## src/rtl/fm_env_pkg.sv

```systemverilog
package fm_env_pkg;
  parameter int ATT_W = 10;
  localparam logic [ATT_W-1:0] ATT_MAX = '1;

  typedef enum logic [2:0] {
    PH_OFF = 3'd0,
    PH_REL = 3'd1,
    PH_SUS = 3'd2,
    PH_DEC = 3'd3,
    PH_ATK = 3'd4
  } phase_e;

  localparam logic [2:0] SEL_AR = 3'd0;
  localparam logic [2:0] SEL_DR = 3'd1;
  localparam logic [2:0] SEL_SR = 3'd2;
  localparam logic [2:0] SEL_RR = 3'd3;
  localparam logic [2:0] SEL_SL = 3'd4;
  localparam logic [2:0] SEL_TL = 3'd5;
endpackage

```

## src/rtl/fm_env_timer.sv

```systemverilog
module fm_env_timer #(
  parameter int STEP_W = 20,
  parameter int FRAC   = 16,
  parameter int CNT_W  = 16
) (
  input  logic              clk,
  input  logic              rst_n,
  input  logic              sample_valid,
  input  logic [STEP_W-1:0] sample_step,
  output logic              sample_ready,
  output logic              tick,
  output logic [CNT_W-1:0]  cnt_next,
  output logic [CNT_W-1:0]  eg_cnt
);
  localparam int BASE_W = (STEP_W > FRAC + 2) ? STEP_W : FRAC + 2;
  localparam int TMR_W  = BASE_W + 1;
  localparam logic [TMR_W-1:0] OVF = TMR_W'(3) << FRAC;

  logic [TMR_W-1:0] timer_q;
  logic [CNT_W-1:0] cnt_q;

  assign tick         = (timer_q >= OVF);
  assign sample_ready = ~tick;
  assign cnt_next     = cnt_q + CNT_W'(1);
  assign eg_cnt       = cnt_q;

  always_ff @(posedge clk) begin
    if (!rst_n) begin
      timer_q <= '0;
      cnt_q   <= '0;
    end else if (tick) begin
      timer_q <= timer_q - OVF;
      cnt_q   <= cnt_next;
    end else if (sample_valid) begin
      timer_q <= timer_q + TMR_W'(sample_step);
    end
  end


  cnt_step_chk: assert property (@(posedge clk) disable iff (!rst_n)
    !sample_ready |=> eg_cnt == $past(eg_cnt) + CNT_W'(1));

  cnt_hold_chk: assert property (@(posedge clk) disable iff (!rst_n)
    sample_ready |=> $stable(eg_cnt));

  accept_chk: assert property (@(posedge clk) disable iff (!rst_n)
    (sample_ready && sample_valid) |=> timer_q == $past(timer_q) + TMR_W'($past(sample_step)));
endmodule

```

## src/rtl/fm_env_op.sv

```systemverilog
module fm_env_op
  import fm_env_pkg::*;
#(
  parameter int CNT_W = 16
) (
  input  logic             clk,
  input  logic             rst_n,
  input  logic             tick,
  input  logic [CNT_W-1:0] cnt,
  input  logic             key_on,
  input  logic             key_off,
  input  logic             cfg_we,
  input  logic [2:0]       cfg_sel,
  input  logic [31:0]      cfg_wdata,
  output logic [ATT_W:0]   env_out
);
  logic [31:0]      rate_q [4];
  logic [ATT_W-1:0] sl_q, tl_q, att_q, att_n;
  phase_e           ph_q, ph_n;
  logic [ATT_W:0]   out_q;

  logic [31:0]      rate;
  logic [7:0]       sh;
  logic [CNT_W-1:0] low_mask;
  logic [2:0]       idx, k;
  logic             gate, key_evt, upd;
  logic signed [19:0] neg_att, inc_a, sum_a;
  logic [7:0]       lin_step;
  logic [ATT_W:0]   sum_l;
  logic [ATT_W-1:0] sat_l;

  always_comb begin
    case (ph_q)
      PH_ATK:  rate = rate_q[0];
      PH_DEC:  rate = rate_q[1];
      PH_SUS:  rate = rate_q[2];
      PH_REL:  rate = rate_q[3];
      default: rate = '0;
    endcase
  end

  assign sh       = rate[31:24];
  assign low_mask = (32'(sh) >= 32'(CNT_W)) ? '1 : ((CNT_W'(1) << sh) - CNT_W'(1));
  assign gate     = ((cnt & low_mask) == '0);
  assign idx      = (32'(sh) >= 32'(CNT_W)) ? 3'd0 : 3'(cnt >> sh);
  assign k        = 3'(rate >> (5'(idx) * 5'd3));
  assign key_evt  = key_on | (key_off & (ph_q != PH_OFF));
  assign upd      = tick & (ph_q != PH_OFF) & gate & ~key_evt;

  assign neg_att  = -$signed({10'd0, att_q}) - 20'sd1;
  assign inc_a    = (neg_att <<< k) >>> 5;
  assign sum_a    = $signed({10'd0, att_q}) + inc_a;
  assign lin_step = 8'((9'd1 << k) >> 1);
  assign sum_l    = {1'b0, att_q} + (ATT_W + 1)'(lin_step);
  assign sat_l    = (sum_l >= (ATT_W + 1)'(ATT_MAX)) ? ATT_MAX : sum_l[ATT_W-1:0];

  always_comb begin
    att_n = att_q;
    ph_n  = ph_q;
    case (ph_q)
      PH_ATK: begin
        if (sum_a <= 20'sd0) begin
          att_n = '0;
          ph_n  = PH_DEC;
        end else begin
          att_n = sum_a[ATT_W-1:0];
        end
      end
      PH_DEC: begin
        att_n = sat_l;
        if (sat_l >= sl_q) ph_n = PH_SUS;
      end
      PH_SUS: att_n = sat_l;
      PH_REL: begin
        att_n = sat_l;
        if (sat_l == ATT_MAX) ph_n = PH_OFF;
      end
      default: ;
    endcase
  end

  always_ff @(posedge clk) begin
    if (!rst_n) begin
      for (int i = 0; i < 4; i++) rate_q[i] <= '0;
      sl_q <= '0;
      tl_q <= '0;
    end else if (cfg_we) begin
      case (cfg_sel)
        SEL_AR, SEL_DR, SEL_SR, SEL_RR: rate_q[cfg_sel[1:0]] <= cfg_wdata;
        SEL_SL: sl_q <= cfg_wdata[ATT_W-1:0];
        SEL_TL: tl_q <= cfg_wdata[ATT_W-1:0];
        default: ;
      endcase
    end
  end

  always_ff @(posedge clk) begin
    if (!rst_n) begin
      ph_q  <= PH_OFF;
      att_q <= ATT_MAX;
      out_q <= (ATT_W + 1)'(ATT_MAX);
    end else if (key_on) begin
      ph_q <= PH_ATK;
    end else if (key_off && ph_q != PH_OFF) begin
      ph_q <= PH_REL;
    end else if (upd) begin
      ph_q  <= ph_n;
      att_q <= att_n;
      out_q <= {1'b0, att_n} + {1'b0, tl_q};
    end
  end

  assign env_out = out_q;


  off_hold_chk: assert property (@(posedge clk) disable iff (!rst_n)
    (ph_q == PH_OFF && !key_on) |=> ($stable(att_q) && ph_q == PH_OFF));

  rel_exit_chk: assert property (@(posedge clk) disable iff (!rst_n)
    ($past(ph_q) == PH_REL && ph_q == PH_OFF) |-> att_q == ATT_MAX);

  atk_exit_chk: assert property (@(posedge clk) disable iff (!rst_n)
    ($past(ph_q) == PH_ATK && ph_q == PH_DEC) |-> att_q == '0);

  out_hold_chk: assert property (@(posedge clk) disable iff (!rst_n)
    !upd |=> $stable(env_out));

  key_on_chk: assert property (@(posedge clk) disable iff (!rst_n)
    key_on |=> (ph_q == PH_ATK && $stable(att_q)));
endmodule

```

## src/rtl/fm_env_gen.sv

```systemverilog
module fm_env_gen
  import fm_env_pkg::*;
#(
  parameter int NUM_OPS = 4,
  parameter int STEP_W  = 20,
  parameter int FRAC    = 16,
  parameter int CNT_W   = 16,
  localparam int OP_W   = (NUM_OPS > 1) ? $clog2(NUM_OPS) : 1,
  localparam int OUT_W  = ATT_W + 1
) (
  input  logic                     clk,
  input  logic                     rst_n,
  input  logic                     sample_valid,
  input  logic [STEP_W-1:0]        sample_step,
  output logic                     sample_ready,
  input  logic [NUM_OPS-1:0]       key_on,
  input  logic [NUM_OPS-1:0]       key_off,
  input  logic                     cfg_we,
  input  logic [OP_W-1:0]          cfg_op,
  input  logic [2:0]               cfg_sel,
  input  logic [31:0]              cfg_wdata,
  output logic [NUM_OPS*OUT_W-1:0] env_out,
  output logic [CNT_W-1:0]         eg_cnt
);
  logic             tick;
  logic [CNT_W-1:0] cnt_next;

  fm_env_timer #(.STEP_W(STEP_W), .FRAC(FRAC), .CNT_W(CNT_W)) u_timer (
    .clk, .rst_n, .sample_valid, .sample_step, .sample_ready,
    .tick, .cnt_next, .eg_cnt
  );

  for (genvar g = 0; g < NUM_OPS; g++) begin : g_op
    logic op_we;
    assign op_we = cfg_we && (32'(cfg_op) == g);
    fm_env_op #(.CNT_W(CNT_W)) u_op (
      .clk, .rst_n, .tick, .cnt(cnt_next),
      .key_on(key_on[g]), .key_off(key_off[g]),
      .cfg_we(op_we), .cfg_sel, .cfg_wdata,
      .env_out(env_out[g*OUT_W +: OUT_W])
    );
  end
endmodule

```

## config.mk

```make
export PLATFORM = sky130hd
export DESIGN_NAME = fm_env_gen
export DESIGN_NICKNAME = d
export VERILOG_FILES = /design/src/rtl/fm_env_pkg.sv /design/src/rtl/fm_env_timer.sv /design/src/rtl/fm_env_op.sv /design/src/rtl/fm_env_gen.sv
export SDC_FILE = /design/constraint.sdc
export NUM_CORES = 2
export LEC_CHECK = 0
export BUFFER_PORTS_ARGS = -buffer_cell sky130_fd_sc_hd__buf_2
export CORE_MARGIN = 1
export CORE_UTILIZATION = 55
export CTS_CLUSTER_DIAMETER = 50
export DETAILED_ROUTE_END_ITERATION = 7
export PLACE_DENSITY = 0.81
export SLEW_MARGIN = 20
export SYNTH_ARGS = -nofsm -noshare
export SYNTH_HDL_FRONTEND = slang
export SYNTH_SLANG_ARGS = --single-unit
export TNS_END_PERCENT = 30
```

## constraint.sdc

```tcl
create_clock -name clk -period 25.7 [get_ports clk]
set_input_delay 5.14 -clock clk [delete_from_list [all_inputs] [get_ports clk]]
set_output_delay 5.14 -clock clk [all_outputs]
set_load 0.02 [all_outputs]
```

==> key figures <==
Clock network
  • Number of buffers created by CTS: 90
  • # H-tree levels: 3
  • Maximum root-to-sink buffer count: 3
  • CTS tree: yes
  • Clock-pin slew on the worst setup and hold paths: 0.06 ns
  • CTS Sinks: about 730
  • Clock Latency Late Sink: approximately 0.66 ns
  • CTS root buf: clkbuf_16
  • CTS resizes: 0
  • Post-CTS Hold Fix Bufs: 0
  • Post-CTS Setup Bufs: 0

Route
  • First-pass iteration count of the detailed router: 7
  • Avg WL per Cell: roughly 23 um
  • DR iter-0 viols: 4208
  • Antenna viol nets, final: 0
  • DRC viols: 0
  • Wirelength, routed: 128000 um
  • Routed via count: ~36000
  • Drt via density: ~6.4

Floorplan
  • Std cell rows: around 100
  • Top Ports: between 100 and 150
  • Die Wd: roughly 280 um
  • Die footprint: between 70000 and 80000 um2
  • Initial core utilization: between 50% and 60%
  • Die H: roughly 280 um
  • Core Area: roughly 76000 um2

Global routing
  • Largest net degree at the start of global routing: about 80
  • First-pass GRT wire length: about 190000 um
  • GR Util All Layers: a little under a third
  • Total grt overflow: 0
  • Initial antenna violation count: 8
  • Vias in the first global route: between 30000 and 40000

Synth
  • Number of synthesized flops with an enable pin: 512
  • Sequential share of the synthesized area: between 40 and 50%
  • Ys flop type: edfxtp_1
  • Register bit total from synthesis: between 700 and 800
  • Most common cell in the netlist: nor2_1
  • Post-synth top area cell: edfxtp_1
  • Post-synth top cells: nor2_1 (685), edfxtp_1 (512), nand2_1 (444)
  • Async set-reset flop share out of synthesis: 0%
  • Post-Synthesis Cell Area: 42800 um2
  • Synth top area cells: edfxtp_1 (36%), dfxtp_1 (10%), nor2_1 (6.0%), ha_1 (5.1%), mux2i_1 (5.0%)
  • Syn Inst Count: roughly 4500
  • Post-synth cell types: around 110
  • Yosys warns: 0
  • Syn nets: between 4000 and 5000
  • Synth top area share: 35.9%
  • Avg Synthesized Cell Area: 9.54 um2

Final layout
  • Fillers: roughly 6100
  • Area grow syn2layout: 11.0%
  • Fraction of layout cells with a size suffix above 1: 11.2%
  • Final cell count without fillers: about 5600
  • Fin nets: between 4000 and 5000

STA
  • Unrepaired setup endpoints after global routing: false
  • Worst slew pin tran: between 1 and 1.5 ns
  • Final max-slew violation count: 0
  • Final Cycle Share: 42.7%
  • Final setup fails: 0
  • Tmin final: approximately 11 ns
  • Hold Vio Cnt, Final: 0
  • Achievable Freq: around 91 MHz
  • Clk_skew: between 0.02 and 0.03 ns
  • Max transition margin: 24.2%
  • Setup TNS: 0 ns

Power
  • Sw Pwr: 1.37 mW
  • Pint: roughly 2.5 mW
  • Pwr Total: 3.88 mW
  • Pleak: 18.9 nW
  • Reg power frac: about a third
  • Switching share of power: between 30% and 40%
  • VDD IR max: between 60 and 70 uV
  • PD cells: a little over 80 nW/um2
  • Comb pwr share: 33.6%
  • Clock network power share: 31.4%

Placed design
  • DP HPWL: between 80000 and 90000 um
  • Cells after DPL: between 5000 and 6000
  • PortBufs: around 130
  • RD Place Congestion: a little over 1

Worst setup path
  • Worst Setup Start Kind: flop
  • CP Class: reg -> reg
  • WP data required: roughly 26 ns
  • Buf/Inv on CP: 1
  • CP top delay family: compound AO/OA/AOI/OAI gates
  • Worst path slowest cell: xnor2_1
  • Crit end category: flop
  • Crit path top cell by count: a21oi_1
  • Critical Path AT: about 11 ns
  • Crit path max fanout: 16
  • CP max stage delay: around 0.80 ns

Hold path
  • Worst Hold Class: reg -> reg

Run status
  • Outcome: finished clean

Flow run
  • Max_cap viols: 0
per-stage QoR:
stage	area (um2)	worst slack, ns	utilization (%)	hold slack (ns)
after floorplan	42800	16.62	-	0.436
after global placement	44500	15.27	58.2	0.444
after detailed placement	44500	15.03	58.2	0.448
after CTS	47400	14.97	61.9	0.456
after global routing	47500	13.95	62.1	0.465
final	47500	14.74	62.1	0.455
power by group through the flow:
stage          combinational, mW  clock (mW)  sequential, mW
2_1_floorplan              0.940           0            1.38
3_3_place_gp                1.23           0            1.38
3_5_place_dp                1.26           0            1.38
4_1_cts                     1.27        1.22            1.36
5_1_grt                     1.42        1.27            1.36
6_report                    1.30        1.22            1.36
layer usage:
metal	GRT usage, %	vias up	wire [um]
met3	7.15	384	14700
met1	42.4	17100	50600
met2	50.0	2039	57200
met5	0	-	69
met4	13.4	10	5740
li1	-	16400	-
worst register-to-register path: cells and delay by family, from the launching register on:
| family | cells | cell delay, ns |
|---|---|---|
| compound gates | 20 | 3.94 |
| mux | 5 | 1.53 |
| buf+inv | 1 | 0.26 |
| xor+xnor | 2 | 1.01 |
| flops | 1 | 0.52 |
| fa+ha+maj | 4 | 1.29 |
| simple gates | 10 | 2.28 |
placed cells by master (no fill, tap or decap), types with 19 or more instances in the layout:
cell type  instances
xnor2_1           88
a21o_1            58
buf_4             80
a31oi_1           40
o21a_1            22
mux2_2            57
xor2_1            41
edfxtp_1         512
a22o_1            68
nand3_1           63
or3_1             33
clkbuf_16         92
dfxtp_1          213
and2_1            20
nand2b_1          34
a211oi_1          30
inv_1            258
clkbuf_1          19
a221oi_1          65
nor2b_1           34
a21oi_1          221
o21ai_0          162
a22oi_1           53
nor4_1            20
nand2_1          443
o211ai_1          61
buf_2            128
mux2i_1          212
ha_1             174
nor2_1           681
o22ai_1           19
nor3_1            65
o21bai_1          36
flip-flops by register name (all words and copies together), names as in the netlist:
signal,flops
g_op.u_op.ph_q,12
u_timer.timer_q,21
g_op.u_op.tl_q,40
g_op.u_op.sl_q,40
u_timer.eg_cnt,16
g_op.u_op.env_out,44
g_op.u_op.rate_q,512
g_op.u_op.att_q,40
worst paths after layout:
check / end / cells after the start / startpoint / slack, ns
max reg2reg: g_op[3].u_op.env_out[10]$_SDFFE_PN0P_ / 42 / u_timer.eg_cnt[0]$_SDFFE_PN0N_ / 14.74
min reg2reg: g_op[2].u_op.sl_q[8]$_SDFFE_PN0P_ / 2 / g_op[2].u_op.sl_q[8]$_SDFFE_PN0P_ / 0.46
min: g_op[2].u_op.sl_q[8]$_SDFFE_PN0P_ / 2 / g_op[2].u_op.sl_q[8]$_SDFFE_PN0P_ / 0.46
max: g_op[3].u_op.env_out[10]$_SDFFE_PN0P_ / 42 / u_timer.eg_cnt[0]$_SDFFE_PN0N_ / 14.74
area by class of cell:
class	count	area, um2	area share, %
timing repair buffer	214	1410	2.96
sequential	725	19600	41.3
clock buffer	115	2430	5.11
inverter	259	975	2.05
multi-input combinational	3221	21300	44.9
antenna	1	2.50	0.00527
clock inverter	50	440	0.927
tap	1030	1290	2.71
kinds of logic after synthesis:
group	count (synthesis)	share of synthesized area, %
AO/OA/AOI/OAI	1087	17.8
XOR/XNOR	131	2.72
adder cells (fa/ha/maj)	187	5.69
buffers and inverters	542	4.97
flip-flops	725	45.9
multiplexers	275	6.68
AND/OR/NAND/NOR	1541	16.2
(Power assumes the default switching activity.)
